File: src/rtl/xl_pkg.sv
package xl_pkg;

    typedef enum logic {
        XL_SEL_BASE  = 1'b0,
        XL_SEL_BOUND = 1'b1
    } xl_sel_e;

endpackage

File: src/rtl/xl_bound_regs.sv
module xl_bound_regs #(
    parameter int unsigned AW = 32
) (
    input  logic          clk,
    input  logic          rst_n,
    input  logic          wr_en_i,
    input  xl_pkg::xl_sel_e sel_i,
    input  logic [AW-1:0] wdata_i,
    output logic [AW-1:0] base_o,
    output logic [AW-1:0] bound_o
);

    typedef struct packed {
        logic [AW-1:0] base;
        logic [AW-1:0] bound;
    } regs_t;

    regs_t regs_d, regs_q;

    // Next-state logic: only a gated write changes the registers.
    always_comb begin
        regs_d = regs_q;
        if (wr_en_i) begin
            if (sel_i == xl_pkg::XL_SEL_BASE) begin
                regs_d.base = wdata_i;
            end else begin
                regs_d.bound = wdata_i;
            end
        end
    end

    always_ff @(posedge clk or negedge rst_n) begin
        if (!rst_n) begin
            regs_q <= '0;
        end else begin
            regs_q <= regs_d;
        end
    end

    assign base_o  = regs_q.base;
    assign bound_o = regs_q.bound;

endmodule

File: src/rtl/xl_map.sv
module xl_map #(
    parameter int unsigned AW = 32
) (
    input  logic [AW-1:0] logical_i,
    input  logic [AW-1:0] base_i,
    input  logic [AW-1:0] bound_i,
    output logic [AW-1:0] phys_o,
    output logic          over_o
);

    // One adder and one comparator; both work modulo 2^AW and unsigned.
    always_comb begin
        phys_o = logical_i + base_i;
        over_o = (logical_i >= bound_i);
    end

endmodule

File: src/rtl/reloc_xlate.sv
module reloc_xlate #(
    parameter int unsigned AW = 32
) (
    input  logic          clk,
    input  logic          rst_n,
    input  logic          mode_sup_i,
    input  logic          acc_valid_i,
    input  logic [AW-1:0] acc_addr_i,
    input  logic          cfg_wr_i,
    input  logic          cfg_sel_i,
    input  logic [AW-1:0] cfg_wdata_i,
    output logic          phys_valid_o,
    output logic [AW-1:0] phys_addr_o,
    output logic          fault_o
);

    typedef struct packed {
        logic          vld;
        logic          flt;
        logic [AW-1:0] addr;
    } out_t;

    logic          sup_wr;
    logic          usr_wr;
    logic [AW-1:0] base_q;
    logic [AW-1:0] bound_q;
    logic [AW-1:0] mapped;
    logic          over;
    out_t          out_d, out_q;

    assign sup_wr = cfg_wr_i &  mode_sup_i;
    assign usr_wr = cfg_wr_i & ~mode_sup_i;

    xl_bound_regs #(.AW(AW)) i_regs (
        .clk     (clk),
        .rst_n   (rst_n),
        .wr_en_i (sup_wr),
        .sel_i   (xl_pkg::xl_sel_e'(cfg_sel_i)),
        .wdata_i (cfg_wdata_i),
        .base_o  (base_q),
        .bound_o (bound_q)
    );

    xl_map #(.AW(AW)) i_map (
        .logical_i (acc_addr_i),
        .base_i    (base_q),
        .bound_i   (bound_q),
        .phys_o    (mapped),
        .over_o    (over)
    );

    always_comb begin
        out_d     = out_q;
        out_d.flt = usr_wr | (acc_valid_i & ~mode_sup_i & over);
        out_d.vld = acc_valid_i & ~out_d.flt;
        if (out_d.vld) begin
            out_d.addr = mode_sup_i ? acc_addr_i : mapped;
        end
    end

    always_ff @(posedge clk or negedge rst_n) begin
        if (!rst_n) begin
            out_q <= '0;
        end else begin
            out_q <= out_d;
        end
    end

    assign phys_valid_o = out_q.vld;
    assign fault_o      = out_q.flt;
    assign phys_addr_o  = out_q.addr;

endmodule

File: config.mk
export PLATFORM = sky130hd
export DESIGN_NAME = reloc_xlate
export DESIGN_NICKNAME = d
export VERILOG_FILES = /design/src/rtl/xl_pkg.sv /design/src/rtl/xl_bound_regs.sv /design/src/rtl/xl_map.sv /design/src/rtl/reloc_xlate.sv
export SDC_FILE = /design/constraint.sdc
export NUM_CORES = 1
export LEC_CHECK = 0
export ABC_AREA = 1
export BUFFER_PORTS_ARGS = -buffer_cell sky130_fd_sc_hd__buf_2
export CORE_MARGIN = 4
export CORE_UTILIZATION = 55
export CTS_CLUSTER_SIZE = 8
export DETAILED_ROUTE_END_ITERATION = 7
export PLACE_DENSITY = 0.73
export SETUP_SLACK_MARGIN = 0.1
export SYNTH_ARGS = -nofsm -noshare
export SYNTH_HDL_FRONTEND = slang
export SYNTH_HIERARCHICAL = 1
export SYNTH_SLANG_ARGS = --single-unit
File: constraint.sdc
create_clock -name clk -period 5.1 [get_ports clk]
set_input_delay 0.765 -clock clk [delete_from_list [all_inputs] [get_ports clk]]
set_output_delay 0.765 -clock clk [all_outputs]
set_load 0.01 [all_outputs]
# Word-level counts from Yosys, hierarchy flattened
# Cells that the tools add are included.
# word_totals
regBits	98
input_bits	70
output_inout_bits	34
elab_cells	19
# op_classes
add_sub_neg	1
magnitude_cmp	1
mux	1
bitwise_logic	9
reduce_logical	2
# op_table
operator	n
adder 32 bit	1
>= comparator 32 bit	1
two-way mux 32 bit	1
bitwise AND 1 bit	5
AND reduction 2 bit	2
inverter 1 bit	3
bitwise OR 1 bit	1

# Longest topological paths before layout
# Gate-level depths: netlist of run 1.
# logic_depth
depth_word	6
mapped_depth	18
mapped_depth_nobuf	17

# By module
# Netlist of run 1, hierarchy kept.
# modules_own_cells
module	instances	cells_per_inst	area_per_inst_um2	seq_area_each_um2
xl_map	1	622	3188.1	0.0
xl_bound_regs	1	279	2615.0	1601.5
reloc_xlate	1	255	1810.5	850.8

# Least setup slack after synthesis of run 1
# OpenSTA, ideal clock, no wires.
# synth_path
path_kind	input port to flip-flop
startpoint	in acc_addr_i[0]
endpoint	reg out_q (netlist bit phys_addr_o[28])
setup_ps	117
arrival_ps	2264
required_ps	4983
setup_slack_ps	2719
cell_stages	16
n_path_buf	0
cell_sequence	ha_1 -> fa_1 -> nand3_1 -> nand3_2 -> nand2_1 -> nand2_2 -> nand2_1 -> nand2_2 -> nand2_1 -> nand2_1 -> nand2_1 -> nand2_1 -> nand2_1 -> nand2_1 -> nand3_1 -> nand2_1
# synth_via
word_cells_on_any_way	7
classes_between	add/sub: 1; order compare: 1; mux: 1; bitwise: 4
# synth_rtl
item	line_no	text
start, declared	reloc_xlate.sv:8	input logic [AW-1:0] acc_addr_i,
adder 32 bit	xl_map.sv:13	phys_o = logical_i + base_i;
via mapped[28]	reloc_xlate.sv:27	logic [AW-1:0] mapped;
two-way mux 32 bit	reloc_xlate.sv:57	out_d.addr = mode_sup_i ? acc_addr_i : mapped;
end signal, assigned	reloc_xlate.sv:65	out_q <= out_d;
end, declared	reloc_xlate.sv:29	out_t out_d, out_q;
# The timed path passes the listed nets, and every way through them passes these cells.
# A chain may end at the register's enable or synchronous reset.

# Worst setup path after layout of run 1
# layout_path
startpoint	in mode_sup_i
endpoint	reg i_regs.regs_q[55], in the netlist i_regs/base_o[23]
# layout_via
elab_chain_cells	2
# layout_lines
item	line_no	text
start, declared	reloc_xlate.sv:6	input logic mode_sup_i,
bitwise AND 1 bit	reloc_xlate.sv:31	assign sup_wr = cfg_wr_i & mode_sup_i;
via sup_wr	reloc_xlate.sv:23	logic sup_wr;
AND reduction 2 bit (no source line)	n/a	
end signal, assigned	xl_bound_regs.sv:36	regs_q <= regs_d;
end, declared	xl_bound_regs.sv:18	regs_t regs_d, regs_q;
# The timed path passes the listed nets, and every way through them passes these cells.

==> results.toml, run 1 <==
[clocking]
cts_setup_buffers = 0
clock_latency_ns = 0.35
cts_sinks = 98
cts_tree = "built"
post_cts_resized = 0
cts_buffers = 9
clk_path_buf_depth = 2
root_buffer = "clkbuf_16"
clkTransAtPathRegs_ns = 0.07
cts_max_level = 3
holdBufCountCts = 0

[drt]
drc = 0
antenna_left = 0
drt_wl_total_um = 19300
wire_per_inst_um = 13.6
first_pass_iters = 5
avgViaCountPerCell = 5.03
num_vias = 7129
drt_iter0_drc = 459

[yosys]
synth_seq_area_share_pct = 32.2
ys.warnings.count = 6
synth_area_per_cell_um2 = 6.59
synth_fp_nets = 1290
ys_ff_latch = 98
syn_area_um2 = 7610
syn_inst = 1156
synth_cell_type_count = 32

[timing]
fin_tns_setup_ns = 0
drv_slew = 0
setup_ws_ns = 2.52
timing.final.crit_period_ns = 2.58
hold_violations = 0
rsz0062_at_grt = "no"
max_slew_margin_pct = 29.9
worst_pin_slew_ns = 1.05
min_period_over_period_pct = 50.5
fmax_mhz = 388
setup-violations-final = 0
finClkSkew_ns = 0.00817

[die]
dieArea_um2 = 15800
io_pins = 104
num_rows = 42
start_util_pct = 56.8
die_w_um = 126
die_h_um = 126
core_um2 = 13400

[grt]
track_usage_pct = 25.2
grt_max_degree = 67
grt_pass1_vias = 6476
grt_overflow = 0
antenna_found_initial = 0
grt_pass1_wl_um = 32400

[cells_and_area]
fill_cells = 1309
fin_cells = 1416
layout_common_cells = "539 x nand2_1, 151 x inv_1, 121 x nand3_1, 102 x buf_2, 98 x dfrtp_1"
drive_gt1_share_pct = 12.3
seq_area_um2 = 2450
fin_util_pct = 62.4
final_common_cell = "nand2_1"
area_growth_pct = 9.79
antenna_cells = 0
nNetsFinal = 1370
multiInputGateArea_um2 = 4250

[worst_setup_path]
r2r-start = "i_regs/base_o[0]$_DFFE_PN0P_"
critPathMaxStageDelay_ns = 0.78
crit_path_end_kind = "flip-flop"
r2r_end = "phys_addr_o[28]$_DFFE_PN0P_"
path_buf_inv = 3
critPathRequiredTime_ns = 5.33
ff2ff_setup_slack_ns = 2.73
worstRegToRegCells = 16
crit_family = "buffers and inverters"
startpoint = "mode_sup_i"
crit_top_cell = "nand2_1"
arrival_ns = 2.81
crit_type = "in -> reg"
worstPathCellList = "buf_2 -> buf_4 -> nand2_1 -> inv_2 -> nand2_4 -> nand2_1 -> nand2_1"
cp-start-kind = "input pin"
cpMaxStageDelayCell = "inv_2"
crit_fanout = 66

[place]
dp_slack_ns = 2.20
dpl.hpwl_um = 15300
dp_cells = 1401
portBuffers = 103
place_congestion = 0.908

[power_and_ir_drop]
leakagePower_nw = 5.21
power.density_nw_per_um2 = 330
total_power_mw = 2.76
ir_drop_mv = 0.195

[worst_hold_path]
hold_start = "phys_addr_o[22]$_DFFE_PN0P_"
min_to = "phys_addr_o[22]$_DFFE_PN0P_"
min_path_cells = 2
min_path_type = "reg -> reg"

[flow_run]
cap_viol_max_count = 0

[run_status]
status = "finished, final reports clean"
[synth_stat cells, drive strengths merged]
cell type / count / area, um2
nor2: 46 / 175
buf: 30 / 258
a21o: 1 / 7.51
dfrtp: 98 / 2450
nor3: 6 / 40.0
clkbuf: 7 / 60.1
ha: 63 / 788
nand2: 553 / 2120
xnor2: 1 / 8.76
o21a: 1 / 7.51
nand3: 128 / 683
nand3b: 1 / 7.51
inv: 156 / 591
a21oi: 36 / 188
xor2: 15 / 131
nand4: 6 / 37.5
fa: 1 / 20.0
o21bai: 3 / 22.5
o21ai: 4 / 20.0
[worst reg2reg max path: cells and delay by family, from the launching register on]
kind | cells | cell delay [ns]
and+or+nand+nor | 14 | 1.14
adders and majority gates | 2 | 0.71
DFF | 1 | 0.42
[cell families (layout without fill, tap and decap cells)]
group,Yosys count,after routing,synth area share (%)
fa+ha+maj,64,64,10.6
xor+xnor,16,16,1.84
simple gates,740,740,40.2
flops,98,98,32.2
compound gates,45,45,3.22
buf+inv,193,277,11.9
[stage by stage]
stage                     instance area [um2]  hold WS, ns
after floorplan                          7610        0.442
after global placement                   8060        0.449
after detailed placement                 8060        0.455
after CTS                                8360        0.472
after global routing                     8360        0.484
final                                    8360        0.467
[routing by layer]
layer,track usage [%],routed length (um)
met1,39.5,9440
met2,36.5,8040
met3,3.13,1510
met4,7.27,335
met5,0,0
[how the worst max path moves through the flow]
stage | to | slack [ns] | cells past startpoint
2_1_floorplan | phys_addr_o[28]$_DFFE_PN0P_ | 2.72 | 16
3_3_place_gp | phys_addr_o[28]$_DFFE_PN0P_ | 2.28 | 17
3_5_place_dp | i_regs/base_o[23]$_DFFE_PN0P_ | 2.20 | 7
4_1_cts | i_regs/base_o[23]$_DFFE_PN0P_ | 2.57 | 7
5_1_grt | i_regs/bound_o[5]$_DFFE_PN0P_ | 2.33 | 8
6_report | i_regs/base_o[23]$_DFFE_PN0P_ | 2.52 | 7
[report_power, final]
part | total, mW | internal (mW) | switching, mW | leakage [nW]
logic | 1.05 | 0.387 | 0.667 | 3.84
clock network | 0.698 | 0.395 | 0.304 | 0.145
registers | 1.01 | 0.919 | 0.0886 | 1.22
[state kept, by name, indices dropped and copies added, names as in the netlist]
| register | flops |
|---|---|
| fault_o | 1 |
| i_regs/bound_o | 32 |
| i_regs/base_o | 32 |
| phys_addr_o | 32 |
| phys_valid_o | 1 |
[layout make-up]
cell class	count	area share, %
Sequential cell	98	29.3
Tap cell	176	2.63
Timing Repair Buffer	106	6.47
Clock inverter	5	0.763
Clock buffer	10	2.86
Multi-Input combinational cell	865	50.9
Inverter	156	7.06
Power figures use the tool's default switching activity.
==> run 2, diff against run 1 <==
Clock period 5.1 ns to 2.68 ns, I/O delays scaled along.
==> results.toml, run 2 (same netlist as run 1, synthesis figures left out) <==
[timing]
fmax_mhz = 441
setup_ws_ns = 0.414
timing.final.crit_period_ns = 2.27
setup-violations-final = 0
finClkSkew_ns = 0.0139
worst_pin_slew_ns = 0.641
drv_slew = 0
hold_slack_ns = 0.291
hold_violations = 0
fin_tns_setup_ns = 0
min_period_over_period_pct = 84.5
max_slew_margin_pct = 57.3
rsz0062_at_grt = "no"

[cells_and_area]
drive_gt1_share_pct = 12.7
layout_common_cells = "539 x nand2_1, 151 x inv_1, 121 x nand3_1, 102 x buf_2, 98 x dfrtp_1"
final_common_cell = "nand2_1"
postLayoutCellArea_um2 = 8410
multiInputGateArea_um2 = 4250
fin_cells = 1423
fin_util_pct = 62.8
fill_cells = 1328
nNetsFinal = 1376
area_growth_pct = 10.5
seq_area_um2 = 2450
antenna_cells = 0

[clocking]
cts_max_level = 3
cts_tree = "built"
clkTransAtPathRegs_ns = 0.07
post_cts_resized = 0
cts_sinks = 98
clock_latency_ns = 0.35
cts_buffers = 9
clk_path_buf_depth = 2
root_buffer = "clkbuf_16"

[die]
io_pins = 104
dieArea_um2 = 15800
die_h_um = 126
start_util_pct = 56.8
core_um2 = 13400
die_w_um = 126
num_rows = 42

[grt]
grt_pass1_vias = 6599
antenna_found_initial = 0
grt_overflow = 0
track_usage_pct = 25.9
grt_max_degree = 68
grt_pass1_wl_um = 33100

[drt]
wl_met2_um = 8540
num_vias = 7168
drt_wl_total_um = 20000
top_layer = "met4"
drc = 0
wl_met1_um = 9960
drt_iter0_drc = 443
antenna_left = 0
avgViaCountPerCell = 5.04
wire_per_inst_um = 14.0
wl_met3_um = 1140
first_pass_iters = 5

[place]
portBuffers = 103
place_congestion = 0.942
dp_cells = 1406
dp_slack_ns = 0.314
dpl.hpwl_um = 15500
placed_area_um2 = 8120

[power_and_ir_drop]
total_power_mw = 5.22
ir_drop_mv = 0.308
power.density_nw_per_um2 = 620
leakagePower_nw = 5.24

[worst_setup_path]
arrival_ns = 2.51
crit_fanout = 4
critPathRequiredTime_ns = 2.92
crit_type = "reg -> reg"
crit_path_end_kind = "flip-flop"
cp-start-kind = "flip-flop"

[run_status]
status = "finished, final reports clean"

[worst_hold_path]
min_path_type = "in -> reg"

[flow_run]
cap_viol_max_count = 0
==> run 2: metal layers <==
layer,track usage [%],vias up
li1,-,3745
met3,3.09,25
met2,37.5,220
met1,40.6,3178
met5,0,-
met4,7.72,0
==> run 2: path summary, 6_finish.rpt <==
path	startpoint	to	slack (ns)	cells past startpoint
worst max-delay path	i_regs/base_o[0]$_DFFE_PN0P_	phys_addr_o[20]$_DFFE_PN0P_	0.41	16
worst min-delay path	cfg_wdata_i[12]	i_regs/bound_o[12]$_DFFE_PN0P_	0.29	3
worst max register to register	i_regs/base_o[0]$_DFFE_PN0P_	phys_addr_o[20]$_DFFE_PN0P_	0.41	16
worst min register to register	phys_addr_o[13]$_DFFE_PN0P_	phys_addr_o[13]$_DFFE_PN0P_	0.46	2
max in group asynchronous	rst_n	i_regs/base_o[21]$_DFFE_PN0P_	1.46	3
min in group asynchronous	rst_n	phys_addr_o[6]$_DFFE_PN0P_	0.51	2
==> run 2: power breakdown <==
part	total [mW]	switching, mW	internal (mW)
combinational	2.02	1.28	0.746
sequential	1.93	0.177	1.75
clock	1.27	0.623	0.647
==> run 2: worst max-delay path: stages, from the launching register on <==
cell and delay, ns:
dfrtp_1 0.42, ha_1 0.24, fa_1 0.46, nand3_1 0.13, nand3_2 0.10, nand2_1 0.09, nand2_2 0.09, nand2_1 0.09
nand2_2 0.07, nand2_1 0.09, nand2_1 0.05, nand2_1 0.05, nand2_1 0.04, nand2_1 0.05, nand2_1 0.05, nand3_1 0.07
nand2_1 0.06
==> run 2: what timing repair did <==
item | CTS | global route
buffers inserted | 0 | 0
setup endpoints to repair | 0 | 0
hold endpoints to repair | 31 | 0
hold buffers | 1 | 0
==> run 2: cell type report <==
type / instances / area share [%]
clock inverter: 7 / 0.699
multi-input combinational: 865 / 50.6
sequential: 98 / 29.1
tap: 176 / 2.62
inverter: 156 / 7.02
timing repair buffer: 112 / 7.29
clock buffer: 9 / 2.68
==> run 3, diff against run 2 <==
Settings changed: ABC_AREA 1 to 0, CORE_UTILIZATION 55 to 53, PLACE_DENSITY 0.73 to 0.74.
Clock period 2.68 ns to 2.07 ns, I/O delays scaled along.
==> results.toml, run 3 <==
[grt]
antenna_found_initial = 0
grt_pass1_wl_um = 29700
track_usage_pct = 25.5
grt_overflow = 0
grt_pass1_vias = 5987
grt_max_degree = 51

[yosys]
synthTopCellsByArea = "dfrtp_1 36%, mux2_2 15%, ha_1 11%"
ys_ff_latch = 98
ys.warnings.count = 6
synth_top_family_by_area = "multiplexers"
yosysMostFrequentCell = "dfrtp_1"
ys_top_cells_by_count = "98 x dfrtp_1, 91 x mux2_2, 63 x ha_1, 44 x a21oi_1, 39 x inv_1"
synth-simple-area-share_pct = 7.18
synthMuxAreaShare_pct = 23.0
synth_cell_type_count = 60
synth_fp_nets = 753
syn_area_um2 = 6860
synth_top_flop_cell = "dfrtp_1"
synth_edf_count = 0
synth_area_per_cell_um2 = 11.1
synth_compound_area_share_pct = 13.7
synth_top_area_share_pct = 35.7
synth_xor_area_share_pct = 3.57
synth_fa_ha_area_share_pct = 11.8
syn_inst = 619
synth_seq_area_share_pct = 35.7
yosysTopAreaCell = "dfrtp_1"
async_reset_ff_share_pct = 100

[clocking]
clkTransAtPathRegs_ns = 0.07
clk_path_buf_depth = 2
cts_max_level = 3
cts_tree = "built"
cts_buffers = 9
clock_latency_ns = 0.36
cts_sinks = 98
root_buffer = "clkbuf_16"

[worst_setup_path]
critPathRequiredTime_ns = 2.31
cpMaxStageDelayCell = "dfrtp_1"
ff2ff_setup_slack_ns = -0.68
cp-start-kind = "flip-flop"
crit_fanout = 5
path_buf_inv = 5
crit_family = "buffers and inverters"
crit_path_end_kind = "flip-flop"
r2r_end = "phys_addr_o[12]$_DFFE_PN0P_"
r2r-start = "i_regs/bound_o[30]$_DFFE_PN0P_"
worstRegToRegCells = 13
crit_type = "reg -> reg"
critPathMaxStageDelay_ns = 0.34
arrival_ns = 2.98
worstPathCellList = "inv_1 -> ha_1 -> nand4_1 -> buf_4 -> o21ai_4 -> buf_4 -> nor2_1 -> nor2_2 -> nor2_2 -> o21ai_4 -> buf_6 -> clkbuf_16 -> mux2_2"

[drt]
drt_iter0_drc = 335
antenna_left = 0
wire_per_inst_um = 18.9
num_vias = 5760
first_pass_iters = 5
drc = 0
drt_wl_total_um = 19200
avgViaCountPerCell = 5.67

[power_and_ir_drop]
total_power_mw = 8.86
ir_drop_mv = 0.472
leakagePower_nw = 4.45
power.density_nw_per_um2 = 966

[timing]
timing.final.crit_period_ns = 2.75
finClkSkew_ns = 0.0119
fmax_mhz = 364
min_period_over_period_pct = 133
setup_ws_ns = -0.675
worst_pin_slew_ns = 0.433
drv_slew = 0
hold_violations = 0
max_slew_margin_pct = 71.1
setup-violations-final = 34
rsz0062_at_grt = "yes"

[worst_hold_path]
min_to = "i_regs/base_o[16]$_DFFE_PN0P_"
min_path_cells = 2
hold_start = "cfg_wdata_i[16]"
min_path_type = "in -> reg"

[cells_and_area]
final_common_cell = "buf_4"
nNetsFinal = 974
postLayoutCellArea_um2 = 9170
layout_common_cells = "119 x buf_4, 102 x buf_2, 98 x dfrtp_1, 90 x mux2_2, 48 x ha_1"
drive_gt1_share_pct = 51.0
area_growth_pct = 33.6
antenna_cells = 0

[place]
portBuffers = 103
placed_area_um2 = 8330
place_congestion = 0.899
dpl.hpwl_um = 13900

[flow_run]
cap_viol_max_count = 0

[die]
die_h_um = 122
start_util_pct = 54.2
num_rows = 41
core_um2 = 12700
io_pins = 104
die_w_um = 122
dieArea_um2 = 14800

[run_status]
violations = "negative setup slack"
status = "finished with violations"
-- run 3: routing by layer --
layer	GRT usage, %	vias up	share of wire (%)
met3	3.76	28	4.5
met2	43.9	169	50
li1	-	2690	-
met4	7.63	0	1.7
met1	33.3	2873	44
met5	0	-	0
-- run 3: cells by family after synthesis --
group | Yosys count
AOI/OAI and AO/OA | 136
xor gates and xnor gates | 28
adders and majority gates | 64
buffers and inverters | 63
DFF | 98
muxes | 128
and+or+nand+nor | 102
-- run 3: worst max path at each step --
stage                                               from                           to  slack (ns)  cells past startpoint
after global placement                     acc_addr_i[5]  phys_addr_o[29]$_DFFE_PN0P_       -0.80                     12
after global routing      i_regs/bound_o[15]$_DFFE_PN0P_   phys_addr_o[4]$_DFFE_PN0P_       -0.76                     12
after floorplan             i_regs/base_o[0]$_DFFE_PN0P_  phys_addr_o[18]$_DFFE_PN0P_       -0.46                     10
after detailed placement                   acc_addr_i[5]  phys_addr_o[14]$_DFFE_PN0P_       -0.84                     12
after CTS                  i_regs/bound_o[0]$_DFFE_PN0P_   phys_addr_o[1]$_DFFE_PN0P_       -0.63                     12
final                     i_regs/bound_o[30]$_DFFE_PN0P_  phys_addr_o[12]$_DFFE_PN0P_       -0.68                     13
-- run 3: timing repair --
action / 4_1_cts / 5_1_grt
cloned: 1 / 2
setup endpoints to repair: 34 / 34
gates resized for setup: 23 / 37
hold buffers: 1 / 0
hold endpoints to repair: 19 / 0
buffers inserted: 7 / 8
pin swaps: 12 / 22
-- run 3: worst reg2reg max path, stage by stage (launching register included) --
cell	delay [ns]
dfrtp_1	0.34
inv_1	0.05
ha_1	0.30
nand4_1	0.22
buf_4	0.23
o21ai_4	0.21
buf_4	0.15
nor2_1	0.05
nor2_2	0.14
nor2_2	0.07
o21ai_4	0.22
buf_6	0.16
clkbuf_16	0.15
mux2_2	0.33
-- run 3: area by class of cell --
type | count | area (um2)
clock buffer | 11 | 243
clock inverter | 3 | 65.1
fill | 905 | 3500
inverter | 39 | 146
multi-input combinational | 458 | 4410
sequential | 98 | 2450
tap | 172 | 215
timing repair buffer | 234 | 1630
-- run 3: power breakdown --
part	internal [mW]	switching [mW]
registers	2.43	0.322
clock network	1.08	0.705
logic	2.29	2.04
total	5.80	3.06
-- run 3: through the flow --
stage	hold slack [ns]	instances	setup TNS (ns)	util [%]	worst slack (ns)
detailed placement	0.234	983	-26.93	65.7	-0.838
CTS	0.187	1006	-20.07	69.8	-0.633
global route	0.200	1015	-23.69	72.4	-0.757
floorplan	0.0149	619	-11.99	-	-0.460
finish	0.199	1015	-20.78	72.4	-0.675
global placement	0.229	983	-26.09	65.7	-0.802
